[src/rtl/xs_pkg.sv]
package xs_pkg;

  typedef enum logic [1:0] {
    ACC_READ  = 2'd0,
    ACC_WRITE = 2'd1,
    ACC_FETCH = 2'd2
  } acc_e;

  typedef enum logic [1:0] {
    ST_IDLE   = 2'd0,
    ST_STAGE1 = 2'd1,
    ST_STAGE2 = 2'd2,
    ST_RESP   = 2'd3
  } state_e;

  typedef struct packed {
    logic use_s1;
    logic use_s2;
  } plan_t;

endpackage

[src/rtl/xs_mode_decode.sv]
module xs_mode_decode
  import xs_pkg::*;
#(
  parameter int LPID_W = 4
) (
  input  logic              hv,
  input  logic              reloc,
  input  logic [LPID_W-1:0] lpid,
  input  logic [1:0]        quad,
  output plan_t             plan
);

  logic guest_part;
  logic mid_quad;

  always_comb begin
    guest_part  = (lpid != '0);
    mid_quad    = (quad == 2'd1) || (quad == 2'd2);
    plan.use_s1 = reloc;
    // second stage: guest mode, guest partition, or hypervisor reaching quadrants 1/2
    plan.use_s2 = !hv || guest_part || (reloc && mid_quad);
  end

endmodule

[src/rtl/xs_merge.sv]
module xs_merge #(
  parameter int PSZ_W  = 6,
  parameter int PERM_W = 3
) (
  input  logic [PSZ_W-1:0]  acc_psize,
  input  logic [PERM_W-1:0] acc_perm,
  input  logic [PSZ_W-1:0]  stg_psize,
  input  logic [PERM_W-1:0] stg_perm,
  output logic [PSZ_W-1:0]  mrg_psize,
  output logic [PERM_W-1:0] mrg_perm
);

  always_comb begin
    mrg_psize = (stg_psize < acc_psize) ? stg_psize : acc_psize;
    mrg_perm  = acc_perm & stg_perm;
  end

  // merged size never exceeds either input; merged rights are a subset of both
  always_comb begin
    a_r6_merge_bound: assert ((mrg_psize <= acc_psize) && (mrg_psize <= stg_psize)
                              && ((mrg_perm & ~acc_perm) == '0)
                              && ((mrg_perm & ~stg_perm) == '0));
  end

endmodule

[src/rtl/xlate_seq.sv]
module xlate_seq
  import xs_pkg::*;
#(
  parameter int EA_W   = 16,
  parameter int LPID_W = 4,
  parameter int PSZ_W  = 6,
  parameter int PERM_W = 3
) (
  input  logic              clk,
  input  logic              rst_n,
  input  logic              req_valid,
  input  logic [EA_W-1:0]   req_ea,
  input  logic [1:0]        req_acc,
  input  logic              req_hv,
  input  logic              req_reloc,
  input  logic [LPID_W-1:0] req_lpid,
  input  logic [1:0]        req_quad,
  output logic              busy,
  output logic              done,
  output logic              ok,
  output logic              fault,
  output logic              fault_in_s2,
  output logic [EA_W-1:0]   res_ra,
  output logic [PSZ_W-1:0]  res_psize,
  output logic [PERM_W-1:0] res_perm,
  output logic              s1_req,
  output logic [EA_W-1:0]   s1_ea,
  output logic [1:0]        s1_acc,
  input  logic              s1_rsp_valid,
  input  logic              s1_fail,
  input  logic [EA_W-1:0]   s1_gra,
  input  logic [PSZ_W-1:0]  s1_psize,
  input  logic [PERM_W-1:0] s1_perm,
  output logic              s2_req,
  output logic [EA_W-1:0]   s2_gra,
  output logic [1:0]        s2_acc,
  input  logic              s2_rsp_valid,
  input  logic              s2_fail,
  input  logic [EA_W-1:0]   s2_hra,
  input  logic [PSZ_W-1:0]  s2_psize,
  input  logic [PERM_W-1:0] s2_perm
);

  localparam int KEEP_W = EA_W - 2;

  state_e            state_q, state_d;
  plan_t             plan;
  logic              accept;
  logic              s1_take, s2_take;
  logic              run_s2_q;
  logic [EA_W-1:0]   ea_q, gra_q, ra_q;
  logic [1:0]        acc_q;
  logic [PSZ_W-1:0]  psize_q;
  logic [PERM_W-1:0] perm_q;
  logic              fault_q, fault_s2_q;
  logic [EA_W-1:0]   ea_masked;
  logic [PSZ_W-1:0]  stg_psize, mrg_psize;
  logic [PERM_W-1:0] stg_perm, mrg_perm;

  xs_mode_decode #(.LPID_W(LPID_W)) i_decode (
    .hv    (req_hv),
    .reloc (req_reloc),
    .lpid  (req_lpid),
    .quad  (req_quad),
    .plan  (plan)
  );

  xs_merge #(.PSZ_W(PSZ_W), .PERM_W(PERM_W)) i_merge (
    .acc_psize (psize_q),
    .acc_perm  (perm_q),
    .stg_psize (stg_psize),
    .stg_perm  (stg_perm),
    .mrg_psize (mrg_psize),
    .mrg_perm  (mrg_perm)
  );

  always_comb begin
    ea_masked = {2'b00, req_ea[KEEP_W-1:0]};
    accept    = (state_q == ST_IDLE) && req_valid;
    s1_take   = (state_q == ST_STAGE1) && s1_rsp_valid;
    s2_take   = (state_q == ST_STAGE2) && s2_rsp_valid;
    stg_psize = (state_q == ST_STAGE1) ? s1_psize : s2_psize;
    stg_perm  = (state_q == ST_STAGE1) ? s1_perm  : s2_perm;
  end

  // next-state logic
  always_comb begin
    state_d = state_q;
    case (state_q)
      ST_IDLE: begin
        if (req_valid) begin
          if (plan.use_s1)      state_d = ST_STAGE1;
          else if (plan.use_s2) state_d = ST_STAGE2;
          else                  state_d = ST_RESP;
        end
      end
      ST_STAGE1: begin
        if (s1_rsp_valid) begin
          if (s1_fail || !run_s2_q) state_d = ST_RESP;
          else                      state_d = ST_STAGE2;
        end
      end
      ST_STAGE2: begin
        if (s2_rsp_valid) state_d = ST_RESP;
      end
      default: state_d = ST_IDLE;
    endcase
  end

  always_ff @(posedge clk or negedge rst_n) begin
    if (!rst_n) state_q <= ST_IDLE;
    else        state_q <= state_d;
  end

  // captured request
  always_ff @(posedge clk or negedge rst_n) begin
    if (!rst_n) begin
      ea_q     <= '0;
      acc_q    <= '0;
      run_s2_q <= 1'b0;
    end else if (accept) begin
      ea_q     <= req_ea;
      acc_q    <= req_acc;
      run_s2_q <= plan.use_s2;
    end
  end

  // guest real address: masked EA, replaced by stage-1 output
  always_ff @(posedge clk or negedge rst_n) begin
    if (!rst_n)       gra_q <= '0;
    else if (accept)  gra_q <= ea_masked;
    else if (s1_take) gra_q <= s1_gra;
  end

  // result address and merged attributes
  always_ff @(posedge clk or negedge rst_n) begin
    if (!rst_n) begin
      ra_q    <= '0;
      psize_q <= '0;
      perm_q  <= '0;
    end else if (accept) begin
      ra_q    <= req_ea;
      psize_q <= '1;
      perm_q  <= '1;
    end else if (s1_take || s2_take) begin
      ra_q    <= s1_take ? s1_gra : s2_hra;
      psize_q <= mrg_psize;
      perm_q  <= mrg_perm;
    end
  end

  // fault status
  always_ff @(posedge clk or negedge rst_n) begin
    if (!rst_n) begin
      fault_q    <= 1'b0;
      fault_s2_q <= 1'b0;
    end else if (accept) begin
      fault_q    <= 1'b0;
      fault_s2_q <= 1'b0;
    end else if (s1_take && s1_fail) begin
      fault_q    <= 1'b1;
    end else if (s2_take && s2_fail) begin
      fault_q    <= 1'b1;
      fault_s2_q <= 1'b1;
    end
  end

  always_comb begin
    busy        = (state_q != ST_IDLE);
    done        = (state_q == ST_RESP);
    ok          = done && !fault_q;
    fault       = done && fault_q;
    fault_in_s2 = done && fault_s2_q;
    res_ra      = ra_q;
    res_psize   = psize_q;
    res_perm    = perm_q;
    s1_req      = (state_q == ST_STAGE1);
    s1_ea       = ea_q;
    s1_acc      = acc_q;
    s2_req      = (state_q == ST_STAGE2);
    s2_gra      = gra_q;
    s2_acc      = acc_q;
  end

  // a walker request is held until its response arrives
  a_r8_s1_hold: assert property (@(posedge clk) disable iff (!rst_n)
    (s1_req && !s1_rsp_valid) |=> s1_req);
  a_r8_s2_hold: assert property (@(posedge clk) disable iff (!rst_n)
    (s2_req && !s2_rsp_valid) |=> s2_req);

  // completion carries exactly one verdict and does not repeat
  a_r9_verdict: assert property (@(posedge clk) disable iff (!rst_n)
    done |-> ($countones({ok, fault}) == 1) && busy);
  a_r9_pulse: assert property (@(posedge clk) disable iff (!rst_n)
    done |=> (!done && !busy));

  // a failing stage ends the access in the next cycle
  a_r7_s1_stop: assert property (@(posedge clk) disable iff (!rst_n)
    (s1_req && s1_rsp_valid && s1_fail) |=> (done && fault && !fault_in_s2 && !s2_req));
  a_r7_s2_stop: assert property (@(posedge clk) disable iff (!rst_n)
    (s2_req && s2_rsp_valid && s2_fail) |=> (done && fault && fault_in_s2));

  // hypervisor real mode in partition zero passes straight through
  a_r1_passthru: assert property (@(posedge clk) disable iff (!rst_n)
    (!busy && req_valid && req_hv && !req_reloc && (req_lpid == '0))
    |=> (done && ok && (res_ra == $past(req_ea)) && !s1_req && !s2_req));

  // guest real mode goes directly to the second stage with the masked EA
  a_r2_s2_only: assert property (@(posedge clk) disable iff (!rst_n)
    (!busy && req_valid && !req_hv && !req_reloc)
    |=> (s2_req && !s1_req && (s2_gra == {2'b00, $past(req_ea[KEEP_W-1:0])})));

endmodule

[config.mk]
export PLATFORM = sky130hd
export DESIGN_NAME = xlate_seq
export DESIGN_NICKNAME = d
export VERILOG_FILES = /design/src/rtl/xs_pkg.sv /design/src/rtl/xs_mode_decode.sv /design/src/rtl/xs_merge.sv /design/src/rtl/xlate_seq.sv
export SDC_FILE = /design/constraint.sdc
export NUM_CORES = 1
export LEC_CHECK = 0
export BUFFER_PORTS_ARGS = -buffer_cell sky130_fd_sc_hd__buf_2
export CAP_MARGIN = 40
export CORE_UTILIZATION = 35
export CTS_BUF_LIST = sky130_fd_sc_hd__clkbuf_4 sky130_fd_sc_hd__clkbuf_8
export CTS_CLUSTER_SIZE = 16
export DETAILED_ROUTE_END_ITERATION = 8
export SYNTH_ARGS = -nofsm -noshare
export SYNTH_HDL_FRONTEND = slang
export SYNTH_SLANG_ARGS = --single-unit
[constraint.sdc]
create_clock -name clk -period 6.45 [get_ports clk]
set_input_delay 0.3225 -clock clk [delete_from_list [all_inputs] [get_ports clk]]
set_output_delay 0.3225 -clock clk [all_outputs]
set_load 0.02 [all_outputs]
==> results of run 1 <==
## where the power goes
| part | switching, uW | internal [uW] | leakage, uW | total, uW |
|---|---|---|---|---|
| Combinational | 735 | 400 | 0.00139 | 1130 |
| Sequential | 105 | 596 | 0.000760 | 702 |
| Clock | 150 | 225 | 0.000116 | 375 |
| Total | 991 | 1220 | 0.00226 | 2210 |
## layout by cell type (no fill, tap or decap), types with 2 or more instances in the layout
| master | count |
|---|---|
| a21boi_0 | 2 |
| a21o_1 | 3 |
| a21oi_1 | 37 |
| a311o_1 | 2 |
| a41oi_1 | 2 |
| and2_1 | 3 |
| buf_2 | 150 |
| buf_4 | 4 |
| clkbuf_8 | 13 |
| dfrtp_1 | 64 |
| ha_1 | 9 |
| inv_1 | 12 |
| mux2_2 | 10 |
| nand2_1 | 91 |
| nand2b_1 | 2 |
| nand3_1 | 18 |
| nor2_1 | 31 |
| nor3_1 | 5 |
| o21ai_0 | 4 |
| o21ai_1 | 7 |
| o31ai_1 | 16 |
## final cells by class
| cell class | count | area share |
|---|---|---|
| sequential | 64 | 0.3814 |
| inverter | 12 | 0.01073 |
| clock inverter | 2 | 0.008343 |
| tap | 108 | 0.03218 |
| multi-input combinational | 255 | 0.3269 |
| timing repair buffer | 156 | 0.1961 |
| clock buffer | 14 | 0.04440 |
## logic make-up after synthesis
logic type,synth area share
AND/OR/NAND/NOR,0.2030
AO/OA/AOI/OAI,0.1580
flip-flops,0.5134
buffers and inverters,0.04733
multiplexers,0.03931
adder cells (fa/ha/maj),0.03610
XOR/XNOR,0.002808
## per-stage QoR
step / hold slack (ps) / total power [uW] / utilization / setup WS (ps) / instances
2_1_floorplan: 26.91 / 1476 / - / 3761 / 353
3_3_place_gp: 453.8 / 1814 / 0.4534 / 3649 / 593
3_5_place_dp: 457.3 / 1857 / 0.4583 / 3514 / 595
4_1_cts: 152.3 / 2239 / 0.4839 / 3508 / 611
5_1_grt: 166.7 / 2407 / 0.4839 / 3326 / 611
6_report: 166.0 / 2212 / 0.4839 / 3584 / 611
## layer usage
layer	vias up	global-route usage
met2	131	0.3109
met3	10	0.03678
met4	0	0.08701
li1	1495	-
met1	1404	0.2610
met5	-	0
## worst max path at each step
stage	startpoint	endpoint	slack [ps]	cells past startpoint
3_3_place_gp	state_q[1]	res_ra[14]	3650	7
3_5_place_dp	state_q[1]	res_ra[15]	3510	6
2_1_floorplan	state_q[1]	res_psize[0]	3760	9
4_1_cts	state_q[1]	res_ra[15]	3510	6
5_1_grt	state_q[1]	res_ra[15]	3330	6
6_report	state_q[1]	res_ra[15]	3580	6
## worst max-delay path, cell delays in order (launching register included)
cell and delay [ps]:
dfrtp_1 390, inv_1 70, ha_1 350, buf_4 300, a222oi_1 810, buf_4 440
mux2_2 370
## state kept, by name, summed over array words and instances (netlist names)
signal	flops
run_s2_q	1
s1_acc	2
s1_ea	16
res_psize	6
res_perm	3
s2_gra	16
res_ra	16
fault_q	1
fault_s2_q	1
state_q	2
==> reports/qor.yml, run 1 <==
antenna_found_initial: 0
grt.overflow.total: 0
max_freq_mhz: 349.0
synth_area_per_cell_sq_um: 8.836
critPathKind: "reg2reg"
io_buffers: 150
min_period_over_period: 0.4443
hpwlAfterDp_microns: 6513
p_per_area_nw_per_um2: 526.7
viasPerCell: 4.975
cts_tree: "yes"
drive_gt1_frac: 0.3658
final_cell_area_sq_um: 4199
fill_cells: 868
setup_viol: 0
met2_length_microns: 4189
rr_startpoint: "state_q[1]"
syn2layout_area_growth_pct: 34.62
synth_top_area_share: 0.5134
irDropWorstVdd_mv: 0.1913
cts_root_buffer: "clkbuf_8"
drtIter0Drc: 92
drv_slew: 0
clk_pin_slew_ps: 70
synth_area_leaders: "dfrtp_1 51%, nand2_1 11%, a21oi_1 5.9%, o31ai_1 3.9%, nor2_1 3.7%"
crit_arrival_ps: 3090
reg2regPathDepth: 6
timing.rr.end: "res_ra[15]"
synth-edff-count: 0
crit_fanout: 30
synth_seq_cells: 64
syn_inst: 353
floorplan.die.width_microns: 96.41
placed_cell_area_sq_um: 3978
report.final.hold_viol_count: 0
multi_input_area_sq_um: 1373
synthFlopType: "dfrtp_1"
period_minus_slack_ps: 2866
netlist_area_sq_um: 3119
vias: 3040
drv_cap: 0
p_leak_uw: 0.002265
worst_setup_path_start_kind: "register"
initial_core_util: 0.3594
maxUsedRoutingLayer: "met4"
cts_setup_buffers: 0
wl_per_cell_microns: 14.53
io_pins: 151
grt_pass1_wl_microns: 13540
hold_class: "in2async"
die_h_microns: 96.41
die_area_sq_um: 9294
fin_nets: 590
rows: 34
required_ps: 6670
antenna_left: 0
h-tree-depth: 3
drt_drc_violations_left: 0
grt_max_degree: 65
critPathCaptureType: "register"
gp_congestion: 0.8382
seqCellArea_sq_um: 1602
fin_setup_tns_ps: 0
synth_top_area_cell: "dfrtp_1"
async_flop_share: 1.000
ys_types: 34
coreArea_sq_um: 8678
synth_warnings: 0
clkLatencyLatePin_ps: 330
status: "finished, final reports clean"
rsz0062_at_grt: "no"
cts_hold_buf: 0
seq_area_frac_synth: 0.5134
synth_nets: 445
track_usage: 0.1961
dr.pass1.iters: 4
dr_wl_met3_microns: 645
worstMarginPinSlew_ps: 880.9
wl_microns: 8877
yosysMostFrequentCell: "nand2_1"
r2r_slack_ps: 3580
cts.path.max_buffers: 2
slew_headroom: 0.4127
drt-met1-wl_microns: 3942
grt_pass1_vias: 2747
ctsResizeCount: 0
num_antenna_cells: 0
synthTopCellsByCount: "92 x nand2_1, 64 x dfrtp_1, 37 x a21oi_1"
numCtsBuffers: 9
cts_sinks: 64
fin_skew_ps: 8.605
(Power assumes the default switching activity.)
==> run 2, diff against run 1 <==
--- a/config.mk
+++ b/config.mk
@@ -11,6 +11,7 @@
 export CTS_BUF_LIST = sky130_fd_sc_hd__clkbuf_4 sky130_fd_sc_hd__clkbuf_8
 export CTS_CLUSTER_SIZE = 16
 export DETAILED_ROUTE_END_ITERATION = 8
+export PLACE_DENSITY = 0.66
 export SYNTH_ARGS = -nofsm -noshare
 export SYNTH_HDL_FRONTEND = slang
 export SYNTH_SLANG_ARGS = --single-unit
==> constraint.sdc (replaced) <==
create_clock -name clk -period 2.3 [get_ports clk]
set_input_delay 0.115 -clock clk [delete_from_list [all_inputs] [get_ports clk]]
set_output_delay 0.115 -clock clk [all_outputs]
set_load 0.02 [all_outputs]
==> run 2 against run 1 <==
Effect of this change: the flow now finishes with violations (negative setup slack); combinational power rose to 3.1 times the previous value; sequential share of layout area shrank 2.9 points; die area did not move; maximum frequency rose by 22%; sequential cell count unchanged; sequential power grew to 2.8 times the previous value; worst hold slack got worse by 160 ps; register-to-register slack got worse by 3600 ps; utilization grew 4.0 points; count of clock-buffer cells in the layout fell by 3; routed wire length up 6.5%; clock power grew to 2.5 times the previous value; critical path type unchanged; largest cell class unchanged; highest routed layer unchanged.
==> reports/qor.yml, run 2 (same netlist as run 1, synthesis figures left out) <==
rows: 34  # unchanged
rsz0062_at_grt: "yes"
fin_setup_tns_ps: -68.21  # -68.21 ps
crit_fanout: 8  # -73%
hold_depth: 3
setup_viol: 2  # +2
coreArea_sq_um: 8678  # unchanged
worstMarginPinSlew_ps: 605.2  # -275.8 ps
grt_max_degree: 45  # -31%
min_period_over_period: 1.021  # +0.5768
cts_tree: "yes"
status: "finished with violations"
critPathCaptureType: "register"
cts.path.max_buffers: 2  # unchanged
critPathKind: "reg2reg"
numCtsBuffers: 9  # unchanged
clkLatencyLatePin_ps: 330  # about the same
grt_pass1_wl_microns: 13420  # -0.86%
grt_pass1_vias: 2818  # +2.6%
num_antenna_cells: 0  # unchanged
violations: "negative setup slack"
antenna_left: 0  # unchanged
wl_per_cell_microns: 14.78  # +1.7%
final_common_cell: "buf_2"
place_ws_ps: -14.71  # -3529 ps
viasPerCell: 4.973  # about the same
dr.pass1.iters: 5  # +1
fin_nets: 620  # +5.1%
drv_cap: 0  # unchanged
p_leak_uw: 0.002408  # +6.3%
report.final.hold_viol_count: 0  # unchanged
gp_congestion: 0.8494  # +1.3%
mostFrequentLayoutCells: "150 x buf_2, 91 x nand2_1, 64 x dfrtp_1, 36 x a21oi_1, 31 x nor2_1"
antenna_found_initial: 0  # unchanged
drt_drc_violations_left: 0  # unchanged
h-tree-depth: 3  # unchanged
wl_microns: 9458  # +6.5%
rr_startpoint: "state_q[1]"
initial_core_util: 0.3594  # unchanged
track_usage: 0.1902  # -0.005928
p_per_area_nw_per_um2: 1424  # +170%
worst_slack_ps: -48.49  # -3633 ps
grt.overflow.total: 0  # unchanged
max_freq_mhz: 425.8  # +22%
io_pins: 151  # unchanged
syn2layout_area_growth_pct: 45.85
crit_arrival_ps: 2540  # -550 ps
floorplan.die.width_microns: 96.41  # unchanged
required_ps: 2490  # -4180 ps
cts_root_buffer: "clkbuf_8"
cts_sinks: 64  # unchanged
clk_pin_slew_ps: 70  # about the same
drv_slew: 0  # unchanged
slew_headroom: 0.5966  # +0.1838
min_to: "s1_ea[15]"
hold_ws_ps: 10.45  # -155.6 ps
io_buffers: 150  # unchanged
vias: 3183  # +4.7%
irDropWorstVdd_mv: 0.5947  # +210%
period_minus_slack_ps: 2348  # -517.2 ps
min_from: "req_ea[15]"
drive_gt1_frac: 0.3947  # +0.02893
die_h_microns: 96.41  # unchanged
reg2regPathDepth: 8  # +2
drtIter0Drc: 91  # -1.1%
hpwlAfterDp_microns: 6564  # +0.78%
r2r_slack_ps: -50  # -3630 ps
die_area_sq_um: 9294  # unchanged
fill_cells: 840  # -3.2%
worst_setup_path_start_kind: "register"
timing.rr.end: "res_psize[3]"
fin_skew_ps: 6.010  # -2.595 ps
hold_class: "in2reg"
run 2: changes by cell type in the layout (fill, tap and decap cells not counted), moves of 3 or more:
cell           change
ha_1               -4
nor3_2             +5
mux2_2             -4
buf_4             +12
clkbuf_8           -3
mux2_4             +4
ha_4               +4
dlygate4sd3_1     +17
nor3_1             -5
run 2: repair_timing:
item,4_1_cts,5_1_grt
hold buffers,17,0
endpoints found under the hold margin,39,0
setup endpoints to repair,1,6
setup buffers,1,6
pin swaps,0,6
gates resized for setup,0,14
run 2: worst max-delay path, stage by stage, from the launching register on:
cell,delay (ps)
dfrtp_1,390
inv_2,80
ha_4,210
mux2_4,340
ha_4,220
a21o_1,230
a311o_2,490
nor3_2,160
o21ai_1,110
run 2: how the worst max path moves through the flow:
stage | from | endpoint | slack [ps]
after floorplan | state_q[1] | res_psize[1] | -9
after global placement | state_q[1] | res_psize[0] | 90
after detailed placement | state_q[0] | res_psize[3] | -10
after CTS | state_q[1] | res_psize[3] | 5
after global routing | state_q[1] | res_psize[3] | -130
final | state_q[1] | res_psize[3] | -50
run 2: layout make-up:
class	count	area, sq um	share of cell area
clock inverters	4	45.04	0.009901
repair buffers	186	1092	0.2401
well taps	108	135.1	0.02970
inverters	12	45.04	0.009901
clock buffers	11	145.1	0.03190
flip-flops and latches	64	1602	0.3520
multi-input cells	255	1485	0.3265
run 2: power by group:
group	internal (uW)	total [uW]	leakage, uW	switching [uW]
Sequential	1670	1970	0.000760	300
Clock	531	953	0.000102	422
Combinational	1350	3550	0.00155	2210
run 2: per-stage QoR:
| stage | utilization | instances | total power [uW] | cell area (sq um) |
|---|---|---|---|---|
| floorplan | - | 353 | 4236 | 3178 |
| global placement | 0.4693 | 601 | 5256 | 4073 |
| detailed placement | 0.4693 | 601 | 5350 | 4073 |
| CTS | 0.5117 | 634 | 6344 | 4441 |
| global route | 0.5242 | 640 | 6986 | 4549 |
| finish | 0.5242 | 640 | 6479 | 4549 |
run 2: layer usage:
metal  part of all wire  vias to the layer above  GRT usage
met5                  0                        -          0
met4             0.0085                        0    0.05515
met3              0.074                        9    0.05086
met2               0.48                      121     0.3103
met1               0.44                     1500     0.2480
li1                   -                     1553          -
==> run 3, diff against run 2 <==
==> constraint.sdc (replaced) <==
create_clock -name clk -period 2.1 [get_ports clk]
set_input_delay 0.105 -clock clk [delete_from_list [all_inputs] [get_ports clk]]
set_output_delay 0.105 -clock clk [all_outputs]
set_load 0.02 [all_outputs]
==> run 3 against run 2 <==
Effect of this change: the run still ends with negative setup slack left; clock skew is 3.9 ps higher; count of clock-buffer cells in the layout is 1 higher; sequential share of layout area is 0.53 points lower; combinational power is 13% higher; total power is 10% higher; final area is 1.5% higher; maximum frequency is 5.9% higher; register-to-register slack worse by 70 ps; non-clock buffer count is 12 higher; via count is 1.4% higher; worst hold slack better by 26 ps.
==> reports/qor.yml, run 3 (same netlist as run 1, synthesis figures left out) <==
io_pins: 151  # unchanged
rsz0062_at_grt: "yes"
worst_setup_path_start_kind: "register"
die_area_sq_um: 9294  # unchanged
antenna_found_initial: 1  # +1
slew_headroom: 0.6870  # +0.09048
drt_drc_violations_left: 0  # unchanged
fin_nets: 632  # +1.9%
required_ps: 2360  # -130 ps
drtIter0Drc: 116  # +27%
grt_pass1_wl_microns: 14330  # +6.8%
critPathKind: "reg2reg"
rr_startpoint: "state_q[1]"
grt_pass1_vias: 3066  # +8.8%
p_leak_uw: 0.002437  # +1.2%
floorplan.die.width_microns: 96.41  # unchanged
dr.pass1.iters: 4  # -1
path_buf_inv: 1  # unchanged
irDropWorstVdd_mv: 0.6435  # +8.2%
antenna_left: 0  # unchanged
io_buffers: 150  # unchanged
final_cell_area_sq_um: 4619  # +1.5%
crit_fanout: 7  # -1
clk_pin_slew_ps: 70  # about the same
multi_input_area_sq_um: 1499  # +0.93%
track_usage: 0.2062  # +0.01604
crit_family: "compound AO/OA/AOI/OAI gates"
num_antenna_cells: 0  # unchanged
placed_cell_area_sq_um: 4179  # +2.6%
drv_slew: 0  # unchanged
period_minus_slack_ps: 2218  # -131.0 ps
cts_sinks: 64  # unchanged
cts_root_buffer: "clkbuf_8"
syn2layout_area_growth_pct: 48.09
seqCellArea_sq_um: 1602  # unchanged
drv_cap: 0  # unchanged
clkLatencyLatePin_ps: 330  # about the same
p_per_area_nw_per_um2: 1544  # +8.4%
die_h_microns: 96.41  # unchanged
gp_congestion: 0.9091  # +7.0%
setup_viol: 8  # +6
fin_skew_ps: 9.903  # +3.892 ps
reg2regPathDepth: 8  # unchanged
final_common_cell: "buf_2"
min_from: "req_ea[15]"
vias: 3226  # +1.4%
coreArea_sq_um: 8678  # unchanged
viasPerCell: 4.948  # -0.51%
r2r_slack_ps: -120  # -70 ps
dp.cells: 615  # +2.3%
grt_max_degree: 29  # -36%
crit_path_frequent_cell: "ha_4"
hpwlAfterDp_microns: 6737  # +2.6%
fin_cells: 652  # +1.9%
wl_microns: 9264  # -2.1%
crit_arrival_ps: 2470  # -70 ps
h-tree-depth: 3  # unchanged
rows: 34  # unchanged
cts_tree: "yes"
drive_gt1_frac: 0.4007  # +0.005998
min_to: "s1_ea[15]"
numCtsBuffers: 9  # unchanged
hold_depth: 3  # unchanged
critPathCaptureType: "register"
min_period_over_period: 1.056  # +0.03489
hold_class: "in2reg"
status: "finished with violations"
worstMarginPinSlew_ps: 456.4  # -148.8 ps
crit_chain: "inv_2 -> ha_4 -> mux2_4 -> ha_4 -> nand4_1 -> a311o_2 -> and3_4 -> o21ai_2"
wl_per_cell_microns: 14.21  # -3.9%
max_freq_mhz: 451.0  # +5.9%
max_stage_delay_ps: 450  # -40 ps
timing.rr.end: "res_psize[0]"
mostFrequentLayoutCells: "150 x buf_2, 91 x nand2_1, 64 x dfrtp_1, 36 x a21oi_1, 30 x nor2_1"
initial_core_util: 0.3594  # unchanged
cts.path.max_buffers: 2  # unchanged
report.final.hold_viol_count: 0  # unchanged
worst_slack_ps: -117.5  # -69.04 ps
grt.overflow.total: 0  # unchanged
violations: "negative setup slack"
cpMaxStageDelayCell: "a311o_2"
fill_cells: 849  # +1.1%
-- run 3: worst max path at each step --
stage / start / end / slack, ps / cells past startpoint
after CTS: state_q[1] / res_psize[0] / -110 / 9
final: state_q[1] / res_psize[0] / -120 / 8
after floorplan: state_q[1] / res_psize[0] / -200 / 9
after global placement: state_q[1] / res_psize[2] / -80 / 8
after detailed placement: state_q[1] / res_psize[0] / -140 / 8
after global routing: state_q[1] / res_psize[5] / -210 / 8
-- run 3: what timing repair did --
item	CTS	global route
hold buffers	19	0
setup buffers	1	2
endpoints found under the setup margin	13	14
gates resized for setup	5	5
endpoints found under the hold margin	37	0
pin swaps	6	3
-- run 3: power breakdown --
group	switching (uW)	total (uW)	internal [uW]
combinational	2420	4010	1580
clock	472	968	496
sequential	329	2160	1830
total	3220	7130	3910
-- run 3: routing by layer --
| metal | vias to the layer above | GRT usage | wire (microns) |
|---|---|---|---|
| met3 | 18 | 0.05321 | 650 |
| met2 | 120 | 0.3316 | 4398 |
| met4 | 2 | 0.09926 | 163 |
| li1 | 1580 | - | - |
| met5 | - | 0 | 13 |
| met1 | 1506 | 0.2583 | 4037 |
-- run 3: worst min-delay path, cell delays in order --
cell and delay (ps):
buf_2 100, nand2_1 70, nand2_1 60
-- run 3: final cells by class --
type	instances	share of cell area
Multi-Input combinational cell	255	0.3245
Tap cell	108	0.02925
Inverter	12	0.009751
Clock inverter	3	0.003792
Clock buffer	12	0.03440
Timing Repair Buffer	198	0.2516
Sequential cell	64	0.3467
-- run 3: metrics by stage --
stage / utilization / TNS, ps / power [uW] / setup slack (ps) / hold WS, ps
final: 0.5323 / -640.6 / 7135 / -117.5 / 36.89
after global routing: 0.5323 / -1999 / 7718 / -213.8 / 16.93
after CTS: 0.5285 / -691.2 / 7124 / -107.0 / 9.857
after detailed placement: 0.4815 / -799.9 / 6048 / -140.2 / 94.05
after global placement: 0.4815 / -476.2 / 5944 / -83.87 / 91.66
after floorplan: - / -1075 / 4675 / -197.6 / -190.6
